**src/rtl/msi_pkg.sv**
```systemverilog
package msi_pkg;
  typedef enum logic [1:0] {
    ST_I = 2'd0,
    ST_S = 2'd1,
    ST_M = 2'd2
  } line_state_e;

  typedef enum logic [1:0] {
    CMD_RD    = 2'd0,
    CMD_RDX   = 2'd1,
    CMD_UPGR  = 2'd2,
    CMD_FLUSH = 2'd3
  } bus_cmd_e;
endpackage

```
**src/rtl/msi_line_array.sv**
```systemverilog
module msi_line_array
  import msi_pkg::*;
#(
  parameter int IDX_W  = 2,
  parameter int TAG_W  = 6,
  parameter int DATA_W = 16
) (
  input  logic              clk_i,
  input  logic              rst_ni,
  input  logic              wr_en_i,
  input  logic [IDX_W-1:0]  wr_idx_i,
  input  logic [TAG_W-1:0]  wr_tag_i,
  input  line_state_e       wr_state_i,
  input  logic              wr_data_en_i,
  input  logic [DATA_W-1:0] wr_data_i,
  input  logic [IDX_W-1:0]  cpu_idx_i,
  output logic [TAG_W-1:0]  cpu_tag_o,
  output line_state_e       cpu_state_o,
  output logic [DATA_W-1:0] cpu_data_o,
  input  logic [IDX_W-1:0]  snp_idx_i,
  output logic [TAG_W-1:0]  snp_tag_o,
  output line_state_e       snp_state_o,
  output logic [DATA_W-1:0] snp_data_o
);
  localparam int LINES = 1 << IDX_W;

  logic [TAG_W-1:0]  tag_a  [LINES];
  line_state_e       st_a   [LINES];
  logic [DATA_W-1:0] data_a [LINES];

  for (genvar i = 0; i < LINES; i++) begin : g_line
    logic [TAG_W-1:0]  tag_q;
    line_state_e       st_q;
    logic [DATA_W-1:0] data_q;
    logic              sel;

    assign sel = wr_en_i && (wr_idx_i == IDX_W'(i));

    always_ff @(posedge clk_i or negedge rst_ni) begin
      if (!rst_ni) begin
        tag_q  <= '0;
        st_q   <= ST_I;
        data_q <= '0;
      end else if (sel) begin
        tag_q <= wr_tag_i;
        st_q  <= wr_state_i;
        if (wr_data_en_i) data_q <= wr_data_i;
      end
    end

    assign tag_a[i]  = tag_q;
    assign st_a[i]   = st_q;
    assign data_a[i] = data_q;
  end

  assign cpu_tag_o   = tag_a[cpu_idx_i];
  assign cpu_state_o = st_a[cpu_idx_i];
  assign cpu_data_o  = data_a[cpu_idx_i];
  assign snp_tag_o   = tag_a[snp_idx_i];
  assign snp_state_o = st_a[snp_idx_i];
  assign snp_data_o  = data_a[snp_idx_i];
endmodule

```
**src/rtl/msi_snoop_unit.sv**
```systemverilog
module msi_snoop_unit
  import msi_pkg::*;
#(
  parameter int TAG_W = 6
) (
  input  logic             valid_i,
  input  bus_cmd_e         cmd_i,
  input  logic [TAG_W-1:0] tag_i,
  input  logic [TAG_W-1:0] line_tag_i,
  input  line_state_e      line_state_i,
  output logic             upd_o,
  output line_state_e      next_state_o,
  output logic             supply_o
);
  logic hit;
  assign hit = valid_i && (line_state_i != ST_I) && (line_tag_i == tag_i);

  always_comb begin
    upd_o        = 1'b0;
    next_state_o = line_state_i;
    supply_o     = 1'b0;
    if (hit) begin
      unique case (cmd_i)
        CMD_RD: begin
          if (line_state_i == ST_M) begin
            upd_o        = 1'b1;
            next_state_o = ST_S;
            supply_o     = 1'b1;
          end
        end
        CMD_RDX: begin
          upd_o        = 1'b1;
          next_state_o = ST_I;
          supply_o     = (line_state_i == ST_M);
        end
        CMD_UPGR: begin
          upd_o        = 1'b1;
          next_state_o = ST_I;
        end
        default: ;
      endcase
    end
  end
endmodule

```
**src/rtl/msi_miss_unit.sv**
```systemverilog
module msi_miss_unit
  import msi_pkg::*;
#(
  parameter int IDX_W = 2,
  parameter int TAG_W = 6,
  localparam int ADDR_W = TAG_W + IDX_W
) (
  input  logic              we_i,
  input  logic [TAG_W-1:0]  req_tag_i,
  input  logic [IDX_W-1:0]  idx_i,
  input  logic [TAG_W-1:0]  line_tag_i,
  input  line_state_e       line_state_i,
  output logic              match_o,
  output logic              hit_o,
  output bus_cmd_e          cmd_o,
  output logic [ADDR_W-1:0] addr_o
);
  logic victim;

  assign match_o = (line_state_i != ST_I) && (line_tag_i == req_tag_i);
  assign hit_o   = match_o && (!we_i || line_state_i == ST_M);
  assign victim  = (line_state_i == ST_M) && !match_o;

  always_comb begin
    if (victim)     cmd_o = CMD_FLUSH;
    else if (!we_i) cmd_o = CMD_RD;
    else if (match_o) cmd_o = CMD_UPGR;  // clean shared copy: ownership only
    else            cmd_o = CMD_RDX;
  end

  assign addr_o = victim ? {line_tag_i, idx_i} : {req_tag_i, idx_i};
endmodule

```
**src/rtl/msi_snoop_ctrl.sv**
```systemverilog
module msi_snoop_ctrl
  import msi_pkg::*;
#(
  parameter int ADDR_W = 8,
  parameter int DATA_W = 16,
  parameter int IDX_W  = 2
) (
  input  logic              clk_i,
  input  logic              rst_ni,
  input  logic              cpu_req_i,
  input  logic              cpu_we_i,
  input  logic [ADDR_W-1:0] cpu_addr_i,
  input  logic [DATA_W-1:0] cpu_wdata_i,
  output logic              cpu_ready_o,
  output logic [DATA_W-1:0] cpu_rdata_o,
  output logic              bus_req_o,
  input  logic              bus_gnt_i,
  output logic [1:0]        bus_cmd_o,
  output logic [ADDR_W-1:0] bus_addr_o,
  output logic [DATA_W-1:0] bus_wdata_o,
  input  logic [DATA_W-1:0] bus_rdata_i,
  input  logic              snp_valid_i,
  input  logic [1:0]        snp_cmd_i,
  input  logic [ADDR_W-1:0] snp_addr_i,
  output logic              snp_flush_o,
  output logic [DATA_W-1:0] snp_data_o
);
  localparam int TAG_W = ADDR_W - IDX_W;

  logic [IDX_W-1:0]  cpu_idx, snp_idx;
  logic [TAG_W-1:0]  cpu_tag, snp_tag;
  logic [TAG_W-1:0]  c_tag, s_tag;
  line_state_e       c_state, s_state;
  logic [DATA_W-1:0] c_data, s_data;

  assign cpu_idx = cpu_addr_i[IDX_W-1:0];
  assign cpu_tag = cpu_addr_i[ADDR_W-1:IDX_W];
  assign snp_idx = snp_addr_i[IDX_W-1:0];
  assign snp_tag = snp_addr_i[ADDR_W-1:IDX_W];

  logic              wr_en, wr_data_en;
  logic [IDX_W-1:0]  wr_idx;
  logic [TAG_W-1:0]  wr_tag;
  line_state_e       wr_state;
  logic [DATA_W-1:0] wr_data;

  msi_line_array #(.IDX_W(IDX_W), .TAG_W(TAG_W), .DATA_W(DATA_W)) u_lines (
    .clk_i, .rst_ni,
    .wr_en_i(wr_en), .wr_idx_i(wr_idx), .wr_tag_i(wr_tag), .wr_state_i(wr_state),
    .wr_data_en_i(wr_data_en), .wr_data_i(wr_data),
    .cpu_idx_i(cpu_idx), .cpu_tag_o(c_tag), .cpu_state_o(c_state), .cpu_data_o(c_data),
    .snp_idx_i(snp_idx), .snp_tag_o(s_tag), .snp_state_o(s_state), .snp_data_o(s_data)
  );

  logic        c_match, c_hit;
  bus_cmd_e    miss_cmd;

  msi_miss_unit #(.IDX_W(IDX_W), .TAG_W(TAG_W)) u_miss (
    .we_i(cpu_we_i), .req_tag_i(cpu_tag), .idx_i(cpu_idx),
    .line_tag_i(c_tag), .line_state_i(c_state),
    .match_o(c_match), .hit_o(c_hit), .cmd_o(miss_cmd), .addr_o(bus_addr_o)
  );

  logic        snp_upd;
  line_state_e snp_next;

  msi_snoop_unit #(.TAG_W(TAG_W)) u_snoop (
    .valid_i(snp_valid_i), .cmd_i(bus_cmd_e'(snp_cmd_i)), .tag_i(snp_tag),
    .line_tag_i(s_tag), .line_state_i(s_state),
    .upd_o(snp_upd), .next_state_o(snp_next), .supply_o(snp_flush_o)
  );

  logic granted;

  assign bus_req_o   = cpu_req_i && !c_hit;  // no snoop term: avoids a grant loop between nodes
  assign granted     = bus_gnt_i && bus_req_o;
  assign bus_cmd_o   = miss_cmd;
  assign bus_wdata_o = c_data;
  assign cpu_ready_o = cpu_req_i && c_hit && !snp_valid_i;
  assign cpu_rdata_o = c_data;
  assign snp_data_o  = s_data;

  // one write port: snoop, then own grant, then local write hit
  always_comb begin
    wr_en      = 1'b0;
    wr_idx     = cpu_idx;
    wr_tag     = c_tag;
    wr_state   = c_state;
    wr_data_en = 1'b0;
    wr_data    = cpu_wdata_i;
    if (snp_upd) begin
      wr_en    = 1'b1;
      wr_idx   = snp_idx;
      wr_tag   = s_tag;
      wr_state = snp_next;
    end else if (granted) begin
      wr_en = 1'b1;
      unique case (miss_cmd)
        CMD_FLUSH: wr_state = ST_I;
        CMD_RD: begin
          wr_tag     = cpu_tag;
          wr_state   = ST_S;
          wr_data_en = 1'b1;
          wr_data    = bus_rdata_i;
        end
        CMD_RDX, CMD_UPGR: begin
          wr_tag     = cpu_tag;
          wr_state   = ST_M;
          wr_data_en = 1'b1;
        end
        default: ;
      endcase
    end else if (cpu_ready_o && cpu_we_i) begin
      wr_en      = 1'b1;
      wr_state   = ST_M;
      wr_data_en = 1'b1;
    end
  end

  AST_GNT_HAS_REQ: assert property (@(posedge clk_i) disable iff (!rst_ni)
    bus_gnt_i |-> bus_req_o);
  AST_SNP_NOT_OWN: assert property (@(posedge clk_i) disable iff (!rst_ni)
    snp_valid_i |-> !bus_gnt_i);
  AST_RD_FILL_SHARED: assert property (@(posedge clk_i) disable iff (!rst_ni)
    (granted && bus_cmd_o == CMD_RD) |=> (!$stable(cpu_addr_i) || c_state == ST_S));
  AST_FLUSH_FREES: assert property (@(posedge clk_i) disable iff (!rst_ni)
    (granted && bus_cmd_o == CMD_FLUSH) |=> (!$stable(cpu_addr_i) || c_state == ST_I));
  AST_OWN_AFTER_GNT: assert property (@(posedge clk_i) disable iff (!rst_ni)
    (granted && (bus_cmd_o == CMD_RDX || bus_cmd_o == CMD_UPGR)) |=>
      (!$stable(cpu_addr_i) || (c_state == ST_M && cpu_rdata_o == $past(cpu_wdata_i))));
  AST_SNP_RD_SHARES: assert property (@(posedge clk_i) disable iff (!rst_ni)
    (snp_valid_i && snp_cmd_i == CMD_RD && snp_flush_o) |=>
      (!$stable(snp_addr_i) || s_state == ST_S));
  AST_SNP_INVALIDATES: assert property (@(posedge clk_i) disable iff (!rst_ni)
    (snp_valid_i && (snp_cmd_i == CMD_RDX || snp_cmd_i == CMD_UPGR) &&
     s_state != ST_I && s_tag == snp_tag) |=>
      (!$stable(snp_addr_i) || s_state == ST_I));
  AST_SNP_BLOCKS_CPU: assert property (@(posedge clk_i) disable iff (!rst_ni)
    snp_valid_i |-> !cpu_ready_o);
endmodule

```
**config.mk**
```make
export PLATFORM = sky130hd
export DESIGN_NAME = msi_snoop_ctrl
export DESIGN_NICKNAME = d
export VERILOG_FILES = /design/src/rtl/msi_pkg.sv /design/src/rtl/msi_line_array.sv /design/src/rtl/msi_snoop_unit.sv /design/src/rtl/msi_miss_unit.sv /design/src/rtl/msi_snoop_ctrl.sv
export SDC_FILE = /design/constraint.sdc
export NUM_CORES = 1
export LEC_CHECK = 0
export BUFFER_PORTS_ARGS = -buffer_cell sky130_fd_sc_hd__buf_2
export CAP_MARGIN = 10
export CORE_AREA = 2 2 104 106
export CTS_BUF_LIST = sky130_fd_sc_hd__clkbuf_4
export DETAILED_ROUTE_END_ITERATION = 10
export DIE_AREA = 0 0 106 108
export PLACE_DENSITY = 0.93
export RECOVER_POWER = 25
export SYNTH_ARGS = -nofsm -noshare
export SYNTH_HDL_FRONTEND = slang
export SYNTH_SLANG_ARGS = --single-unit
export TNS_END_PERCENT = 100
```
**constraint.sdc**
```tcl
create_clock -name clk_i -period 6.84 [get_ports clk_i]
set_clock_uncertainty 0.2 [all_clocks]
set_input_delay 0.684 -clock clk_i [delete_from_list [all_inputs] [get_ports clk_i]]
set_output_delay 0.684 -clock clk_i [all_outputs]
set_load 0.01 [all_outputs]
```
**After elaboration in Yosys (flattened, before gate mapping)**

Cells that the tools add are included.

- Flip-flop bits (word level): 96
- Latch bits: 0
- RAM bits: 0
- Memory bits (read-only): 0
- Input port bits: 56
- Word-level logic and storage cells: 106
- Memories: 0

- $add $sub $neg: 0
- $mul: 0
- Divide/modulo/power cells: 0
- Order comparisons: 2
- Equal/unequal tests: 12
- Shift-type cells: 0
- Multiplexer cells: 47
- Bitwise logic cells: 2
- Reductions and logical operators: 31

Operators with widths:

| cell | number |
|---|---|
| two-way mux 16 bit | 7 |
| binary-select mux 16 bit (select 2 bit) | 2 |
| two-way mux 6 bit | 7 |
| two-way mux 2 bit | 13 |
| binary-select mux 6 bit (select 2 bit) | 2 |
| equality test 2 bit (second input constant) | 7 |
| logical AND 1 bit | 14 |
| equality test 6 bit | 2 |
| two-way mux 1 bit | 9 |
| binary-select mux 2 bit (select 2 bit) | 2 |
| two-way mux 8 bit | 1 |
| AND reduction 2 bit | 4 |
| equality test 2 x 1 -> 1 bit (second input constant) | 3 |
| >= comparator 3 bit (second input constant) | 2 |
| zero test 2 bit | 3 |
| NOT 2 -> 3 bit | 2 |
| case mux 2 bit (3 select lines) | 1 |
| zero test 1 bit | 4 |
| case mux 1 bit (2 select lines) | 2 |
| case mux 2 bit (2 select lines) | 1 |
| nonzero test 2 bit | 2 |
| OR reduction 2 bit | 2 |
| OR reduction 3 bit | 1 |
| logical OR 1 bit | 1 |

**Depth between registers and ports, before layout**

Gate-level depths: netlist of run 1.

- Word-level depth: 15
- Mapped depth: 16
- Mapped depth without buffers: 13

**Cells and area by module**

Synthesis of run 1 repeated with hierarchy kept, for this count alone.

- Cell total of the unflattened synthesis: 407
- Area total of the unflattened synthesis: 5930.7 µm²

Modules (own cells, without submodules):

| module | times used | cells an instance | area an instance (µm²) | sequential area each (µm²) |
|---|---|---|---|---|
| msi_line_array | 1 | 268 | 4873.4 | 2402.3 |
| msi_snoop_ctrl | 1 | 79 | 640.6 | 0.0 |
| msi_miss_unit | 1 | 33 | 212.7 | 0.0 |
| msi_snoop_unit | 1 | 27 | 203.9 | 0.0 |

**Least setup slack after synthesis of run 1**

No wires, ideal clock.

- Kind: input to register
- Start: input cpu_addr_i[1]
- End: register u_lines.g_line[3].data_q[10]
- Setup time: 0.125 ns
- Arrival time: 4.014 ns
- Data required time: 6.515 ns
- Setup slack: 2.501 ns
- Stages on the path: 15
- Buffers on the path: 3
- Cell sequence: clkbuf_1 -> mux4_2 -> xnor2_2 -> o2111ai_4 -> o21ai_1 -> and2_1 -> inv_1 -> ha_1 -> nor2_1 -> o21ai_0 -> a31oi_4 -> and3_1 -> buf_4 -> buf_6 -> mux2_4

- Cells in the longest elaborated chain, start to end: 15
- Elaborated cells between the ends (all ways): 41

Ends and longest elaborated chain:

| item | line | text |
|---|---|---|
| from (decl) | msi_snoop_ctrl.sv:12 | `input logic [ADDR_W-1:0] cpu_addr_i,` |
| NOT 2 -> 3 bit (implied by the code) * | msi_line_array.sv:56, msi_line_array.sv:57 |  |
| binary-select mux 6 bit (select 2 bit) or binary-select mux 2 bit (select 2 bit) (tied branches) | msi_line_array.sv:56, msi_line_array.sv:57 |  |
| two-way mux 6 bit (implied by the code) or two-way mux 2 bit (tied branches) (2 in a row) | msi_line_array.sv:56, msi_line_array.sv:57 |  |
| equality test 6 bit or nonzero test 2 bit (tied branches) | msi_miss_unit.sv:20 | `assign match_o = (line_state_i != ST_I) && (line_tag_i == req_tag_i);` |
| logical AND 1 bit | msi_miss_unit.sv:20 |  |
| two-way mux 2 bit or zero test 1 bit (tied branches) | msi_miss_unit.sv:27, msi_miss_unit.sv:22 |  |
| two-way mux 2 bit or logical AND 1 bit (tied branches) | msi_miss_unit.sv:26, msi_miss_unit.sv:22 |  |
| two-way mux 2 bit * | msi_miss_unit.sv:25 | `if (victim) cmd_o = CMD_FLUSH;` |
| via bus_cmd_o[1] | msi_snoop_ctrl.sv:18 | `output logic [1:0] bus_cmd_o,` |
| equality test 2 x 1 -> 1 bit (tied with other cells) | msi_snoop_ctrl.sv:98 | `unique case (miss_cmd)` |
| OR reduction 3 bit (no line) | -- |  |
| two-way mux 1 bit | msi_snoop_ctrl.sv:98 |  |
| two-way mux 1 bit | msi_snoop_ctrl.sv:96 | `end else if (granted) begin` |
| two-way mux 1 bit | msi_snoop_ctrl.sv:91 | `if (snp_upd) begin` |
| AND reduction 2 bit (no line) | -- |  |
| to (signal assigned) | msi_line_array.sv:47 | `if (wr_data_en_i) data_q <= wr_data_i;` |
| to (decl) | msi_line_array.sv:34 | `logic [DATA_W-1:0] data_q;` |

Mark *: on every way through the listed nets, which the timed path passes. The rest lies on a longest branch. The select of a mux whose other input is x is not followed.
A chain may end at the register's enable or synchronous reset.

**Worst setup path after layout of run 1**

- Start: input cpu_addr_i[0]
- End: register u_lines.g_line[3].data_q[2]

- Cells in the longest elaborated chain, start to end: 15
- Elaborated cells between the ends (all ways): 41

Ends and longest elaborated chain:

| item | line | text |
|---|---|---|
| NOT 2 -> 3 bit (implied by the code) | msi_line_array.sv:56, msi_line_array.sv:57 |  |
| binary-select mux 6 bit (select 2 bit) or binary-select mux 2 bit (select 2 bit) (tied branches) | msi_line_array.sv:56, msi_line_array.sv:57 |  |
| two-way mux 6 bit (implied by the code) or two-way mux 2 bit (tied branches) (2 in a row) | msi_line_array.sv:56, msi_line_array.sv:57 |  |
| equality test 6 bit (tied with other cells) | msi_miss_unit.sv:20 |  |
| logical AND 1 bit or logical OR 1 bit (tied branches) | msi_miss_unit.sv:20, msi_miss_unit.sv:21 |  |
| two-way mux 2 bit (tied with other cells) | msi_miss_unit.sv:27 | `else if (match_o) cmd_o = CMD_UPGR;` |
| two-way mux 2 bit (tied with other cells) | msi_miss_unit.sv:26 | `else if (!we_i) cmd_o = CMD_RD;` |
| two-way mux 2 bit or logical AND 1 bit (tied branches) | msi_miss_unit.sv:25, msi_snoop_ctrl.sv:79 |  |
| equality test 2 x 1 -> 1 bit (tied with other cells) | msi_snoop_ctrl.sv:98 |  |
| OR reduction 3 bit (no line) or two-way mux 1 bit (tied branches) | -- |  |
| two-way mux 1 bit (on tied branches) | msi_snoop_ctrl.sv:98, msi_snoop_ctrl.sv:96 |  |
| two-way mux 1 bit (on tied branches) | msi_snoop_ctrl.sv:96, msi_snoop_ctrl.sv:91 |  |
| two-way mux 1 bit or logical AND 1 bit (tied branches) | msi_snoop_ctrl.sv:91, msi_line_array.sv:37 |  |
| AND reduction 2 bit (no line) | -- |  |

Parallel ways exist; a longest one is shown, timed or not. The select of a mux whose other input is x is not followed.

==> summary by stage, run 1 <==
Floorplan
In this run the core area contains 37 standard-cell rows. The initial standard-cell utilization of the core is about three fifths. The top-level port count is about 120.

The floorplan step defined a die boundary enclosing between 10000 and 15000 um^2. The core region area is roughly 10000 um^2. The floorplan step set the die height to 108 um. Measured along the x axis, the die boundary spans roughly 110 um.

Place
Before CTS, the worst setup slack after placement is 1.05 ns. The final RePlAce weighted congestion is approximately 0.89. The wire-length estimate of the detail-placed layout is around 10 mm.

The post-detailed-placement cell area is ~6600 um^2. In this run, placement finished with an instance count of ~630. The number of port buffers is about 120.

Yosys
The number of synthesized register bits is 96. After synthesis, the share of flip-flops with an asynchronous set or reset is 100%. The share of the Yosys chip area taken by registers is between 30% and 40%. In this run the biggest area consumer among cell types represents 39.8% of the synthesized area. In the synthesized netlist, the number of instances is just over 400. By area the synthesized netlist is led by sky130_fd_sc_hd__dfrtp_1 40%, sky130_fd_sc_hd__mux4_2 18%, sky130_fd_sc_hd__mux2_2 17%, sky130_fd_sc_hd__mux2_4 5.0%, sky130_fd_sc_hd__buf_4 2.5%. The number of nets handed over by synthesis was 473. The cell area that synthesis handed to floorplanning was slightly above 6000 um^2.

The Yosys step of the flow raised 0 warnings. The average cell area after synthesis is 14.7 um^2. For this run, the leading register cell type out of synthesis is sky130_fd_sc_hd__dfrtp_1.

After synthesis, the share of cell area in mux cells is ~42%. The combinational family with the most area after synthesis is multiplexers. The adder-cell share of the synthesized area is approximately 1.2%. The synthesized-area fraction occupied by and/or/nand/nor cells is under 10%. In this run, distinct cell masters in the synthesized netlist total 46.

The synthesized netlist devotes between 3 and 4% of its cell area to compound gates. The post-synthesis xor/xnor area fraction is under 10%. The cell with the most instances after synthesis is sky130_fd_sc_hd__dfrtp_1. Counting flops with a built-in enable in the synthesized netlist gives 0. The commonest cells after synthesis are 96 x sky130_fd_sc_hd__dfrtp_1, 89 x sky130_fd_sc_hd__mux2_2, 48 x sky130_fd_sc_hd__mux4_2. The dominant cell type by area after synthesis is sky130_fd_sc_hd__dfrtp_1.

Clock tree
The number of setup buffers added after CTS is 0. The clock tree synthesis step divided the H-tree into 3 levels. The root buffer cell chosen for the clock tree is sky130_fd_sc_hd__clkbuf_4. The clock drives 96 sinks. In this run, post-CTS repair resized a total of 0 instances. The number of hold buffers added after cts is 1. The number of CTS-inserted buffers is 9.

The clock-pin transition on the worst setup and hold timing paths is 0.15 ns. No sink is reached through more buffers than the 2 on the longest clock path. The TritonCTS clock tree is done. At the later pin of the worst-skew pair, clock insertion delay measures approximately 0.47 ns.

Worst setup path
The worst setup path is captured at a flip-flop. STA puts the critical path data arrival time at 5.47 ns. Of all nets on the critical path, the largest fanout is 18. The setup path with the least slack is of type input port to flip-flop. STA classifies the critical path startpoint as an input port.

The worst endpoint required time is between 7 and 8 ns. The depth of the worst register-to-register path is 12.

Global routing
The global-route wire length before repair is around 23 mm. In the global route stage, met2 resource usage came out at between 40% and 50%. The maximum number of pins on one net before global-route repair is 84. The met1 track demand over resource is around a third. In this run the most used layer during global routing was met2.

The global routing usage summed across all routing layers is ~26%. The residual overflow from global routing is 0. The via count of the first global-routing pass is 4264. The initial antenna violation count is 0.

Global routing used ~3.3% of the available met3 tracks.

Outcome
The flow ran to the end, but the final reports show violations. The final reports fail on capacitance limit, slew limit.

STA
Setup repair after global routing left no endpoint under its margin. Adding up every negative setup slack in the final design gives 0 ns. The clock period could shrink to 5.31 ns. Setup violations remaining at the end of the flow were counted as 0. Headroom to the max-slew limit came out at -34.3%. The worst hold slack after final layout is roughly 0.34 ns. The measured slew at the worst slew-check pin is slightly above 2 ns. Static timing analysis puts the maximum clock frequency at roughly 190 MHz.

The final count of pins violating max slew is 84. The final count of hold timing violations was 0. The slack of the critical path is between 1.5 and 2 ns. The final cycle utilization of the critical path is a little under 80%.

Drt
Using the TritonRoute via totals, the vias-per-cell ratio works out to between 6 and 7. Once detail routing completed, the nets flagged for antenna violations numbered 0. The post-detailed-routing wire length is 14.3 mm. After detailed routing, the number of remaining DRC violations is 0.

The number of design-rule violations left by the first detailed-router iteration is 327. Across all layers, the routed design uses 4044 vias. The number of search-and-repair iterations in the first detailed-routing pass is 7.

The detailed-route wire length per cell is ~22 um.

Run
The max-capacitance violation count is 1.

Min path
The path class of the tightest hold or removal check is flip-flop to flip-flop. Along the worst hold path, the cell count comes to 1.

Finish
The share of post-route cells with drive strength above 1 is between 60% and 70%. After the last flow step, the layout net total stands at between 500 and 600. The number of antenna diodes in the final layout is 0.

The fill cell total of the finished layout is between 700 and 800. The post-route standard cell area excluding fillers is about 6700 um^2. The non-filler instance count after layout is roughly 640. From synthesis to final layout, the design area changed by 11.0%. Cells fill approximately 66% of the core in the end.

Pwr
Power comes to 2.56 mW. The largest vdd supply drop is between 0.0002 and 0.00025 V. For this design the ratio of total power to cell area is 381 nW/um^2. The static leakage power is ~3.1 nW.
==> routing by layer <==
metal	vias up	routed length, um
met1	2093	5680
met2	177	7360
li1	1732	-
met5	-	0
met3	42	842
met4	0	399
==> power by group <==
part / total [mW] / internal (mW) / switching, mW / leakage [nW]
Sequential: 1.03 / 0.824 / 0.203 / 1.21
Combinational: 1.22 / 0.665 / 0.552 / 1.80
Clock: 0.314 / 0.112 / 0.201 / 0.0733
==> cells in the final DEF (no fill, tap or decap), drive strengths merged, types with 2 or more instances in the layout <==
cell    instances
mux2          117
buf           116
dfrtp          96
mux4           48
nand2          20
inv            13
xnor2          12
clkbuf         11
mux2i           9
o21ai           7
ha              6
a31oi           5
nor2            4
nand3           4
nor3b           4
nor2b           3
or3             3
and3            3
clkinv          3
and2            2
nand4           2
o31ai           2
nand3b          2
or4             2
a21oi           2
nor4            2
==> kinds of logic (layout without fill, tap and decap cells) <==
group / Yosys count / in the layout
multiplexers: 174 / 174
flip-flops: 96 / 96
AND/OR/NAND/NOR: 55 / 55
buffers and inverters: 49 / 146
AO/OA/AOI/OAI: 19 / 19
XOR/XNOR: 12 / 12
adder cells (fa/ha/maj): 6 / 6
==> critical path, stage by stage <==
cell and delay, ns:
sky130_fd_sc_hd__buf_2 0.51, sky130_fd_sc_hd__mux4_2 0.63, sky130_fd_sc_hd__xnor2_1 0.26, sky130_fd_sc_hd__o2111ai_4 0.24, sky130_fd_sc_hd__o21ai_1 0.51, sky130_fd_sc_hd__and2_1 0.27
sky130_fd_sc_hd__inv_1 0.08, sky130_fd_sc_hd__ha_1 0.20, sky130_fd_sc_hd__nor2_1 0.26, sky130_fd_sc_hd__o21ai_0 0.23, sky130_fd_sc_hd__a31oi_4 0.27, sky130_fd_sc_hd__and3_1 0.89
sky130_fd_sc_hd__mux2_2 0.43
==> flip-flops by register name, indices dropped and copies added (netlist names) <==
| register | cells |
|---|---|
| u_lines.g_line.data_q | 64 |
| u_lines.g_line.tag_q | 24 |
| u_lines.g_line.st_q | 8 |
==> worst paths after layout <==
check / start / end / slack [ns]
setup / recovery: cpu_addr_i[0] / u_lines.g_line[3].data_q[2]$_DFFE_PN0P_ / 1.53
setup reg to reg: u_lines.g_line[0].tag_q[5]$_DFFE_PN0P_ / u_lines.g_line[3].data_q[2]$_DFFE_PN0P_ / 1.95
hold reg to reg: u_lines.g_line[2].tag_q[1]$_DFFE_PN0P_ / u_lines.g_line[2].tag_q[1]$_DFFE_PN0P_ / 0.34
min in group asynchronous: rst_ni / u_lines.g_line[0].tag_q[5]$_DFFE_PN0P_ / 0.59
max in group asynchronous: rst_ni / u_lines.g_line[0].st_q[1]$_DFFE_PN0P_ / 3.42
hold / removal: u_lines.g_line[2].tag_q[1]$_DFFE_PN0P_ / u_lines.g_line[2].tag_q[1]$_DFFE_PN0P_ / 0.34
==> layout make-up <==
cell class / instances / area [um^2] / area share (%)
flip-flops and latches: 96 / 2400 / 35.8
inverters: 11 / 41.3 / 0.616
clock buffers: 9 / 67.6 / 1.01
clock inverters: 7 / 70.1 / 1.04
repair buffers: 119 / 602 / 8.98
multi-input cells: 266 / 3350 / 50.0
well taps: 136 / 170 / 2.54
Power figures use the tool's default switching activity.
==> run 2: changes to the inputs <==
CORE_AREA = 2 2 111 113   (was 2 2 104 106)
DIE_AREA = 0 0 113 115   (was 0 0 106 108)
PLACE_DENSITY = 0.87   (was 0.93)
clock period = 4.3 ns   (was 6.84 ns; I/O delays follow)
==> summary by stage, run 2 (same netlist as run 1, synthesis figures left out) <==
Worst setup path
The number of cells on the worst reg-to-reg path is 13. The cell family contributing the most delay on the critical path is multiplexers. The signal on the critical path passes through mux4_2, xnor2_1, o2111ai_4, o21ai_1, and2_1, inv_1, ha_1, nor2_1, o21ai_0, a31oi_4, and3_1, buf_12, mux2_2. The startpoint type of the worst setup path is a flip-flop. The startpoint identified for the worst register-to-register timing path is u_lines.g_line[3].tag_q[5]$_DFFE_PN0P_. In this run the critical register-to-register path is captured at u_lines.g_line[3].data_q[5]$_DFFE_PN0P_. The slowest stage of the critical path is the sky130_fd_sc_hd__mux4_2 cell. The most critical setup path has its startpoint at u_lines.g_line[3].tag_q[5]$_DFFE_PN0P_. The kind of end point of the critical path is a flip-flop. The largest single stage delay on the critical path is approximately 0.52 ns. The worst setup path is of the flip-flop to flip-flop kind. The largest fanout on the critical path is 16. The worst endpoint required time is ~4.5 ns. The worst register-to-register path has a setup slack of roughly 0.37 ns.

The critical path contains buffers and inverters numbering 2 combined. The arrival time of the worst setup path is 4.09 ns.

Finish
With fillers left out, the area of the finished cells amounts to about 6800 um^2. The largest register by flop count is u_lines.g_line.data_q. The sequential cells in the finished layout cover a total of around 2400 um^2.

The number of antenna cells inserted is 0. The fill cell total of the finished layout is 905. The final cell utilization of the core is around 58%. In the final layout, the registers with the most flip-flops are u_lines.g_line.data_q x64, u_lines.g_line.tag_q x24, u_lines.g_line.st_q x8. Leaving out fill and tap cells, the most frequent cells in the layout are 115 x sky130_fd_sc_hd__buf_2, 96 x sky130_fd_sc_hd__dfrtp_1, 89 x sky130_fd_sc_hd__mux2_2. The number of nets in the layout is 577. The most frequent standard cell in the layout excluding fill and tap cells is sky130_fd_sc_hd__buf_2.

The area overhead of the layout relative to synthesis is 12.7%. The share of post-route cells with drive strength above 1 is slightly above 60%. The flip-flop count of the largest register after layout is between 60 and 70.

The area used by multi-input combinational logic is about 3400 um^2.

Min path
The path class of the tightest hold or removal check is input port to flip-flop. The destination of the worst hold path is u_lines.g_line[1].data_q[7]$_DFFE_PN0P_. The startpoint of the lowest-slack hold path is bus_rdata_i[7]. Along the worst hold path, the cell count comes to 3.

Clock tree
The number of setup buffers added after CTS is 0. TritonCTS built the clock tree. CTS built an H-tree with a depth of 3. The clock insertion delay at the later pin of the skew report is 0.47 ns. The maximum buffer depth of the clock tree is 2.

The number of clock sinks is 96. Once the clock tree was built, the resizer swapped 0 gates to a different size. The clock-pin transition on the worst setup and hold timing paths is roughly 0.15 ns. The number of CTS-inserted buffers is 9.

The clock tree root driver cell is sky130_fd_sc_hd__clkbuf_4.

STA
The final count of pins violating max slew is 58. The shortest clock period the worst path allows after layout is 3.93 ns. Setup violations remaining at the end of the flow were counted as 0.

Final hold analysis gives a worst-case slack of 0.132 ns. In the finished design, the share of the clock period the worst path needs comes to 91.3%. Setup repair after global routing left no endpoint under its margin.

Timing would allow up to around 250 MHz. For the pin with the worst max-slew slack, the measured transition is 3.03 ns. The final setup TNS is 0 ns. The worst slew margin relative to its limit is -102%. The final count of hold timing violations is 0.

Place
The total half-perimeter wirelength after legalization and detailed placement is roughly 9.7 mm. The final RePlAce weighted congestion is 0.864. The post-detailed-placement cell area is roughly 6700 um^2. Input and output buffers added on the ports amount to ~120.

Outcome
The checks that failed: DRC, capacitance limit, slew limit. The flow ran to the end, but the final reports show violations.

Drt
The via count is around 4000. The pre-antenna-repair detailed-routing pass consisted of 8 iterations. The via count normalized by instance count is approximately 6. The number of design-rule violations left by the first detailed-router iteration is 230. The detail route stage leaves a number of antenna-violating nets equal to 0. The post-route DRC violation count is 7. The post-detailed-routing wire length is 13.2 mm. The detailed-route wire length per cell is 19.9 um.

Floorplan
The initial standard-cell utilization of the core is roughly 51%. The die is around 120 um tall. The floorplan step set the die width to 113 um. The die covers roughly 13000 um^2. The region available for standard cell placement spans between 10000 and 15000 um^2. The floorplan has 40 rows.

The top-level port count is between 100 and 150.

Pwr
In this run the power density over the cells is 584 nW/um^2. The worst-case IR drop observed on VDD is 0.000284 V. The static leakage power is ~3.1 nW.

Global routing
Global routing used a little over a fifth of the available tracks across all layers. After global routing the overflow that remains totals 0. The global-route wire length before repair is around 22 mm. The via count of the first global-routing pass was 4223. Entering global routing, the biggest net connects 58 pins. The initial antenna violation count was 0.

Run
The max-capacitance violation count is 1.
-- run 2: through the flow --
stage	cells	power, mW	setup slack (ns)
after floorplan	411	3.01	0.215
after global placement	650	3.45	0.166
after detailed placement	650	3.57	-0.0447
after CTS	666	3.99	0.387
after global routing	666	4.24	0.207
final	666	3.97	0.373
-- run 2: where the power goes --
part | internal [mW] | switching [mW] | total (mW)
sequential | 1.31 | 0.291 | 1.60
clock | 0.122 | 0.303 | 0.424
combinational | 1.09 | 0.857 | 1.95
-- run 2: how the worst max path moves through the flow --
stage,slack (ns),endpoint,cells past startpoint
final,0.37,u_lines.g_line[3].data_q[5]$_DFFE_PN0P_,13
after global routing,0.21,u_lines.g_line[1].data_q[10]$_DFFE_PN0P_,3
after CTS,0.39,u_lines.g_line[3].data_q[5]$_DFFE_PN0P_,13
after detailed placement,-0.04,u_lines.g_line[3].data_q[5]$_DFFE_PN0P_,14
after global placement,0.17,u_lines.g_line[3].data_q[5]$_DFFE_PN0P_,14
after floorplan,0.21,u_lines.g_line[3].data_q[10]$_DFFE_PN0P_,15
-- run 2: final cells by class --
type                            count  share of cell area (%)
Timing Repair Buffer              131                    10.6
Sequential cell                    96                    35.3
Clock buffer                       10                    1.10
Tap cell                          147                    2.70
Multi-Input combinational cell    266                    49.2
Clock inverter                      5                   0.478
Inverter                           11                   0.607
-- run 2: per-layer routing --
metal | vias to the layer above | global-route usage (%) | part of all wire [%] | routed length, um
li1 | 1751 | - | - | -
met2 | 161 | 36.4 | 51 | 6770
met1 | 2037 | 28.7 | 40 | 5330
met3 | 22 | 5.32 | 6.5 | 861
met4 | 0 | 7.64 | 2.1 | 274
met5 | - | 0 | 0 | 0
-- run 2: tightest hold or removal path, stage by stage --
cell	delay [ns]
sky130_fd_sc_hd__buf_2	0.07
sky130_fd_sc_hd__mux2_4	0.15
sky130_fd_sc_hd__mux2_2	0.14
-- run 2: timing repair --
action	in CTS	in global routing
endpoints found under the setup margin	0	0
hold endpoints to repair	56	0
hold buffers	1	0
